**config.mk**
```make
export PLATFORM = sky130hd
export DESIGN_NAME = phase_div_top
export DESIGN_NICKNAME = d
export VERILOG_FILES = /design/src/rtl/pdv_pkg.sv /design/src/rtl/pdv_tick_gen.sv /design/src/rtl/pdv_lane.sv /design/src/rtl/phase_div_top.sv
export SDC_FILE = /design/constraint.sdc
export NUM_CORES = 1
export LEC_CHECK = 0
export ABC_CLOCK_PERIOD_IN_PS = 3600
export BUFFER_PORTS_ARGS = -buffer_cell sky130_fd_sc_hd__buf_2
export CAP_MARGIN = 0
export CORE_ASPECT_RATIO = 2
export CORE_UTILIZATION = 61
export DETAILED_ROUTE_END_ITERATION = 12
export GPL_TIMING_DRIVEN = 1
export MAX_ROUTING_LAYER = met4
export PLACE_DENSITY = 0.89
export SETUP_SLACK_MARGIN = 0.2
export SYNTH_ARGS = -nofsm -noshare
export SYNTH_HDL_FRONTEND = slang
export SYNTH_SLANG_ARGS = --single-unit
```
**constraint.sdc**
```tcl
create_clock -name clk -period 3.6 [get_ports clk]
set_clock_uncertainty 0.15 [all_clocks]
set_input_delay 0.72 -clock clk [delete_from_list [all_inputs] [get_ports clk]]
set_output_delay 0.72 -clock clk [all_outputs]
set_load 0.01 [all_outputs]
```
**src/rtl/pdv_pkg.sv**
```systemverilog
package pdv_pkg;
    localparam int TICK_W  = 3;
    localparam int N_STEPS = 1 << TICK_W;

    typedef enum logic [1:0] {
        LN_OFF   = 2'd0,
        LN_HOLD  = 2'd1,
        LN_ALIGN = 2'd2,
        LN_RUN   = 2'd3
    } lane_state_e;
endpackage

```
**src/rtl/pdv_tick_gen.sv**
```systemverilog
module pdv_tick_gen
    import pdv_pkg::*;
(
    input  logic              clk,
    input  logic              rst,
    output logic [TICK_W-1:0] tick_o,
    output logic              ref_o
);
    logic [TICK_W-1:0] tick_q;
    logic              ref_q;

    always_ff @(posedge clk) begin
        if (rst) begin
            tick_q <= '0;
            ref_q  <= 1'b0;
        end else begin
            tick_q <= tick_q + 1'b1;
            ref_q  <= ~tick_q[TICK_W-1];
        end
    end

    assign tick_o = tick_q;
    assign ref_o  = ref_q;
endmodule

```
**src/rtl/pdv_lane.sv**
```systemverilog
module pdv_lane
    import pdv_pkg::*;
#(
    parameter int DIV_W = 4
) (
    input  logic              clk,
    input  logic              rst,
    input  logic              force_i,
    input  logic              en_i,
    input  logic [TICK_W-1:0] ph_i,
    input  logic [2:0]        hold_i,
    input  logic [DIV_W-1:0]  div_i,
    input  logic [TICK_W-1:0] tick_i,
    output logic              wave_o,
    output logic              run_o
);
    localparam int POS_W = DIV_W + TICK_W;
    localparam logic [TICK_W-1:0] LAST_TICK = TICK_W'(N_STEPS - 1);

    lane_state_e       state_q, state_d;
    logic [TICK_W-1:0] ph_q;
    logic [2:0]        cnt_q;
    logic [POS_W-1:0]  pos_q, last_q, hi_q;

    logic [DIV_W-1:0]  n_eff;
    logic [TICK_W-1:0] ph_eff;
    logic [2:0]        hold_eff;

    always_comb begin
        n_eff    = (div_i == '0) ? DIV_W'(1) : div_i;
        ph_eff   = force_i ? '0 : ph_i;
        hold_eff = force_i ? 3'd0 : hold_i;
    end

    // state register and counters
    always_ff @(posedge clk) begin
        if (rst) begin
            ph_q   <= ph_eff;
            cnt_q  <= hold_eff;
            pos_q  <= '0;
            last_q <= {n_eff, {TICK_W{1'b0}}} - POS_W'(1);
            hi_q   <= (n_eff == DIV_W'(1)) ? POS_W'(N_STEPS / 2)
                                           : {n_eff >> 1, {TICK_W{1'b0}}};
            if (!en_i)
                state_q <= LN_OFF;
            else if (hold_eff == 3'd0)
                state_q <= LN_ALIGN;
            else
                state_q <= LN_HOLD;
        end else begin
            state_q <= state_d;
            if (state_q == LN_HOLD && tick_i == LAST_TICK)
                cnt_q <= cnt_q - 3'd1;
            if (state_q == LN_ALIGN)
                pos_q <= '0;
            else if (state_q == LN_RUN)
                pos_q <= (pos_q == last_q) ? '0 : pos_q + POS_W'(1);
        end
    end

    // next-state logic
    always_comb begin
        state_d = state_q;
        unique case (state_q)
            LN_OFF:   state_d = LN_OFF;
            LN_HOLD:  if (tick_i == LAST_TICK && cnt_q == 3'd1) state_d = LN_ALIGN;
            LN_ALIGN: if (tick_i == ph_q) state_d = LN_RUN;
            LN_RUN:   state_d = LN_RUN;
        endcase
    end

    // outputs
    always_comb begin
        run_o  = (state_q == LN_RUN);
        wave_o = (state_q == LN_RUN) && (pos_q < hi_q);
    end
endmodule

```
**src/rtl/phase_div_top.sv**
```systemverilog
module phase_div_top
    import pdv_pkg::*;
#(
    parameter int NUM_OUT = 4,
    parameter int DIV_W   = 4
) (
    input  logic                     clk,
    input  logic                     rst,
    input  logic                     fb_mode,
    input  logic [NUM_OUT*3-1:0]     ph_sel,
    input  logic [NUM_OUT*3-1:0]     hold_cyc,
    input  logic [NUM_OUT*DIV_W-1:0] div_n,
    input  logic [NUM_OUT-1:0]       lane_en,
    output logic                     base_ref,
    output logic [NUM_OUT-1:0]       clk_en_o,
    output logic [NUM_OUT-1:0]       running
);
    logic [TICK_W-1:0] tick;

    pdv_tick_gen u_tick (
        .clk    (clk),
        .rst    (rst),
        .tick_o (tick),
        .ref_o  (base_ref)
    );

    for (genvar i = 0; i < NUM_OUT; i++) begin : g_lane
        logic force_shift_off;
        if (i == 0) begin : g_first
            assign force_shift_off = fb_mode;
        end else begin : g_other
            assign force_shift_off = 1'b0;
        end

        pdv_lane #(.DIV_W(DIV_W)) u_lane (
            .clk     (clk),
            .rst     (rst),
            .force_i (force_shift_off),
            .en_i    (lane_en[i]),
            .ph_i    (ph_sel[i*3 +: 3]),
            .hold_i  (hold_cyc[i*3 +: 3]),
            .div_i   (div_n[i*DIV_W +: DIV_W]),
            .tick_i  (tick),
            .wave_o  (clk_en_o[i]),
            .run_o   (running[i])
        );
    end
endmodule

```
==> summary.md <==
| Metric | Value |
|---|---|
| Outcome | completed |
| Post-Synth Adder-Cell Area | 8.222% |
| Synth area leaders | edfxtp_1 39%, dfxtp_1 13%, ha_1 8.2% |
| Synth async-reset ratio | 0% |
| Fmax | 0.3497 GHz |
| GP Congestion | 0.8528 |
| Most frequent cells after synthesis | 64 x edfxtp_1, 44 x xor2_1, 43 x inv_1 |
| Area of the mapped netlist | 0.004870 mm² |
| Synth Area in XOR/XNOR | 9.892% |
| Kind of start point of the critical path | register |
| CTS buffer count | 9 |
| CTS tree | done |
| IO Count | 56 |
| Critical path endpoint category | output pin |
| Detailed Routing Iterations Pass 1 | 4 |
| Syn_nets | 522 |
| Synth top area share | 39.47% |
| Sum of negative setup slack | 0 ns |
| Crit Path Class | reg2out |
| Compound-Gate Fraction of Synth Area | 9.430% |
| Top_reg_cell synth | edfxtp_1 |
| Routed WL per cell | 15.04 µm |
| Leakage | 0.002407 µW |
| Antenna Nets Post-Route | 0 |
| Final hold vios | 0 |
| Worst Path Arrival | 1.99 ns |
| Num rows | 45 |
| CTS Sinks | 96 |
| Area leader, netlist | edfxtp_1 |
| Final Cycle Share | 79.44% |
| Netlist cell types | 39 |
| DRC | 0 |
| Die Y | 128.4 µm |
| Synth Area in Simple Gates | 12.46% |
| Root buf cell | clkbuf_16 |
| Maximum fanout along the worst path | 6 |
| Syn-to-layout area delta | 11.41% |
| Post-synth EDFFs | 64 |
| Worst vdd ir | 404.3 µV |
| RSZ-0062 raised after global routing | false |
| Vias/cell | 5.602 |
| Post-CTS sizing | 0 |
| Least-Margin Pin Slew | 0.7563 ns |
| Die Wd | 65.18 µm |
| GRT Util Overall | 23.70% |
| Critical Path RT | 2.73 ns |
| Main combinational cell family by area after synthesis | simple AND/OR/NAND/NOR gates |
| Post-detail-place hpwl | 6632 µm |
| Max-cap violations | 0 |
| Yosys warns | 0 |
| Initial antenna violation count | 0 |
| #FFs+latches synth | 96 |
| Mux share of post-synthesis cell area | 1.079% |
| Avg Cell Area, Syn | 10.99 µm² |
| HP Class | reg2reg |
| Post-Synthesis Cells | 443 |
| Starting DRT DRC Count | 154 |
| Share of post-route cells with drive strength above 1 | 17.25% |
| Vias | 3255 |
| Core ar. | 0.007657 mm² |
| Clk Latency, worst-skew pair | 0.34 ns |
| CTS max path bufs | 2 |
| Final Max Tran Viols | 0 |
| Hold_buf cts | 0 |
| Fin crit period | 2.860 ns |
| Total power | 2637 µW |
| H-tree levels | 3 |
| Die Footprint | 0.008366 mm² |
| PD cells | 486.1 mW/mm² |
| PortBufs | 55 |
| Most frequent cell after synthesis | edfxtp_1 |
| Total gr overflow | 0 |
| Global-route wire length before repair | 14320 µm |
| Vias in the first global route | 3253 |
| Diodes inserted | 0 |
| Seq/Total Area, Yosys | 52.62% |
| Register clock-pin slew on the reported worst setup and hold paths | 0.06 ns |
| Slew headroom | 49.58% |
| Initial Util | 63.59% |
| Final Setup Violations | 0 |
| Post-Route WL | 8740 µm |
| Largest net degree at the start of global routing | 72 |
| Post-CTS Setup Repair Bufs | 0 |
| Layout Nets | 561 |
-- layer usage --
metal  vias to the layer above  GRT usage [%]  part of all wire, %
met1                      1546          22.02                   36
met2                        73          44.75                   58
met5                         -              -                    0
li1                       1618              -                    -
met4                         0          9.974                  2.6
met3                        18          4.965                  3.4
-- cells by family (layout without fill, tap and decap cells) --
family | after synthesis | after routing
simple gates | 121 | 121
flops | 96 | 96
buf+inv | 72 | 116
compound gates | 62 | 62
xor+xnor | 55 | 55
fa+ha+maj | 32 | 32
mux | 5 | 5
-- flip-flops by register name, indices dropped and copies added (netlist names) --
| register | count |
|---|---|
| g_lane.u_lane.last_q | 16 |
| g_lane.u_lane.state_q | 8 |
| u_tick.tick_o | 3 |
| g_lane.u_lane.hi_q | 16 |
| g_lane.u_lane.ph_q | 12 |
| g_lane.u_lane.pos_q | 28 |
| g_lane.u_lane.cnt_q | 12 |
| u_tick.ref_o | 1 |
-- path summary, 6_finish.rpt --
path,from,endpoint,slack (ns),cells after the start
setup reg to reg,u_tick.tick_o[0],g_lane[3].u_lane.state_q[1],1.65,5
setup / recovery,g_lane[1].u_lane.pos_q[3],clk_en_o[1],0.74,5
hold / removal,g_lane[1].u_lane.pos_q[1],g_lane[1].u_lane.pos_q[1],0.33,2
hold reg to reg,g_lane[1].u_lane.pos_q[1],g_lane[1].u_lane.pos_q[1],0.33,2
-- power breakdown --
part | internal (µW) | switching, µW | total (µW)
Combinational | 150 | 193 | 343
Clock | 553 | 374 | 927
Sequential | 1290 | 80.3 | 1370
Total | 1990 | 648 | 2640
-- stage by stage --
stage	util (%)	instance area (µm²)	setup slack (ns)	hold WS, ns	instances
floorplan	-	4870	1.259	0.2943	443
detailed placement	67.06	5135	1.112	0.3184	565
global route	70.85	5425	0.6964	0.3455	581
CTS	70.85	5425	0.7420	0.3302	581
finish	70.85	5425	0.7403	0.3280	581
global placement	67.06	5135	1.212	0.3061	565
-- worst max-delay path, stage by stage, from the launching register on --
cell	delay (ns)
dfxtp_1	0.47
ha_1	0.29
a21o_1	0.17
a21o_1	0.19
a2111oi_2	0.35
buf_2	0.19
-- area by class of cell --
type	instances	area (µm²)
sequential	96	2562
fill	577	2232
multi-input combinational	275	2001
timing repair buffer	57	292.8
clock buffer	12	246.5
inverter	43	161.4
tap	94	117.6
clock inverter	4	43.79
-- cells in the final DEF, fill, tap and decap left out, types with 2 or more instances in the layout --
cell type | netlist | routed
a2111oi_2 | 4 | 4
a21o_1 | 11 | 11
a21oi_1 | 11 | 11
a221o_1 | 4 | 4
a31o_2 | 4 | 4
a31oi_1 | 2 | 2
and3_1 | 3 | 3
and4_1 | 4 | 4
buf_2 | 5 | 54
buf_4 | 8 | 3
clkbuf_1 | 12 | 2
clkbuf_16 | 0 | 9
clkinv_2 | 0 | 2
dfxtp_1 | 32 | 32
edfxtp_1 | 64 | 64
ha_1 | 32 | 32
inv_1 | 43 | 43
mux2_2 | 2 | 2
mux2i_1 | 3 | 3
nand2_1 | 29 | 29
nand2b_1 | 5 | 5
nand3_1 | 8 | 8
nand3b_1 | 5 | 5
nand4_1 | 7 | 7
nor2_1 | 30 | 30
nor2b_1 | 5 | 5
nor3_1 | 12 | 12
nor3b_1 | 5 | 5
nor4_1 | 4 | 4
o21ai_0 | 11 | 11
o22ai_1 | 5 | 5
o311ai_0 | 3 | 3
o31a_1 | 4 | 4
or2_2 | 3 | 3
xnor2_1 | 11 | 11
xor2_1 | 44 | 44
(Power assumes the default switching activity.)
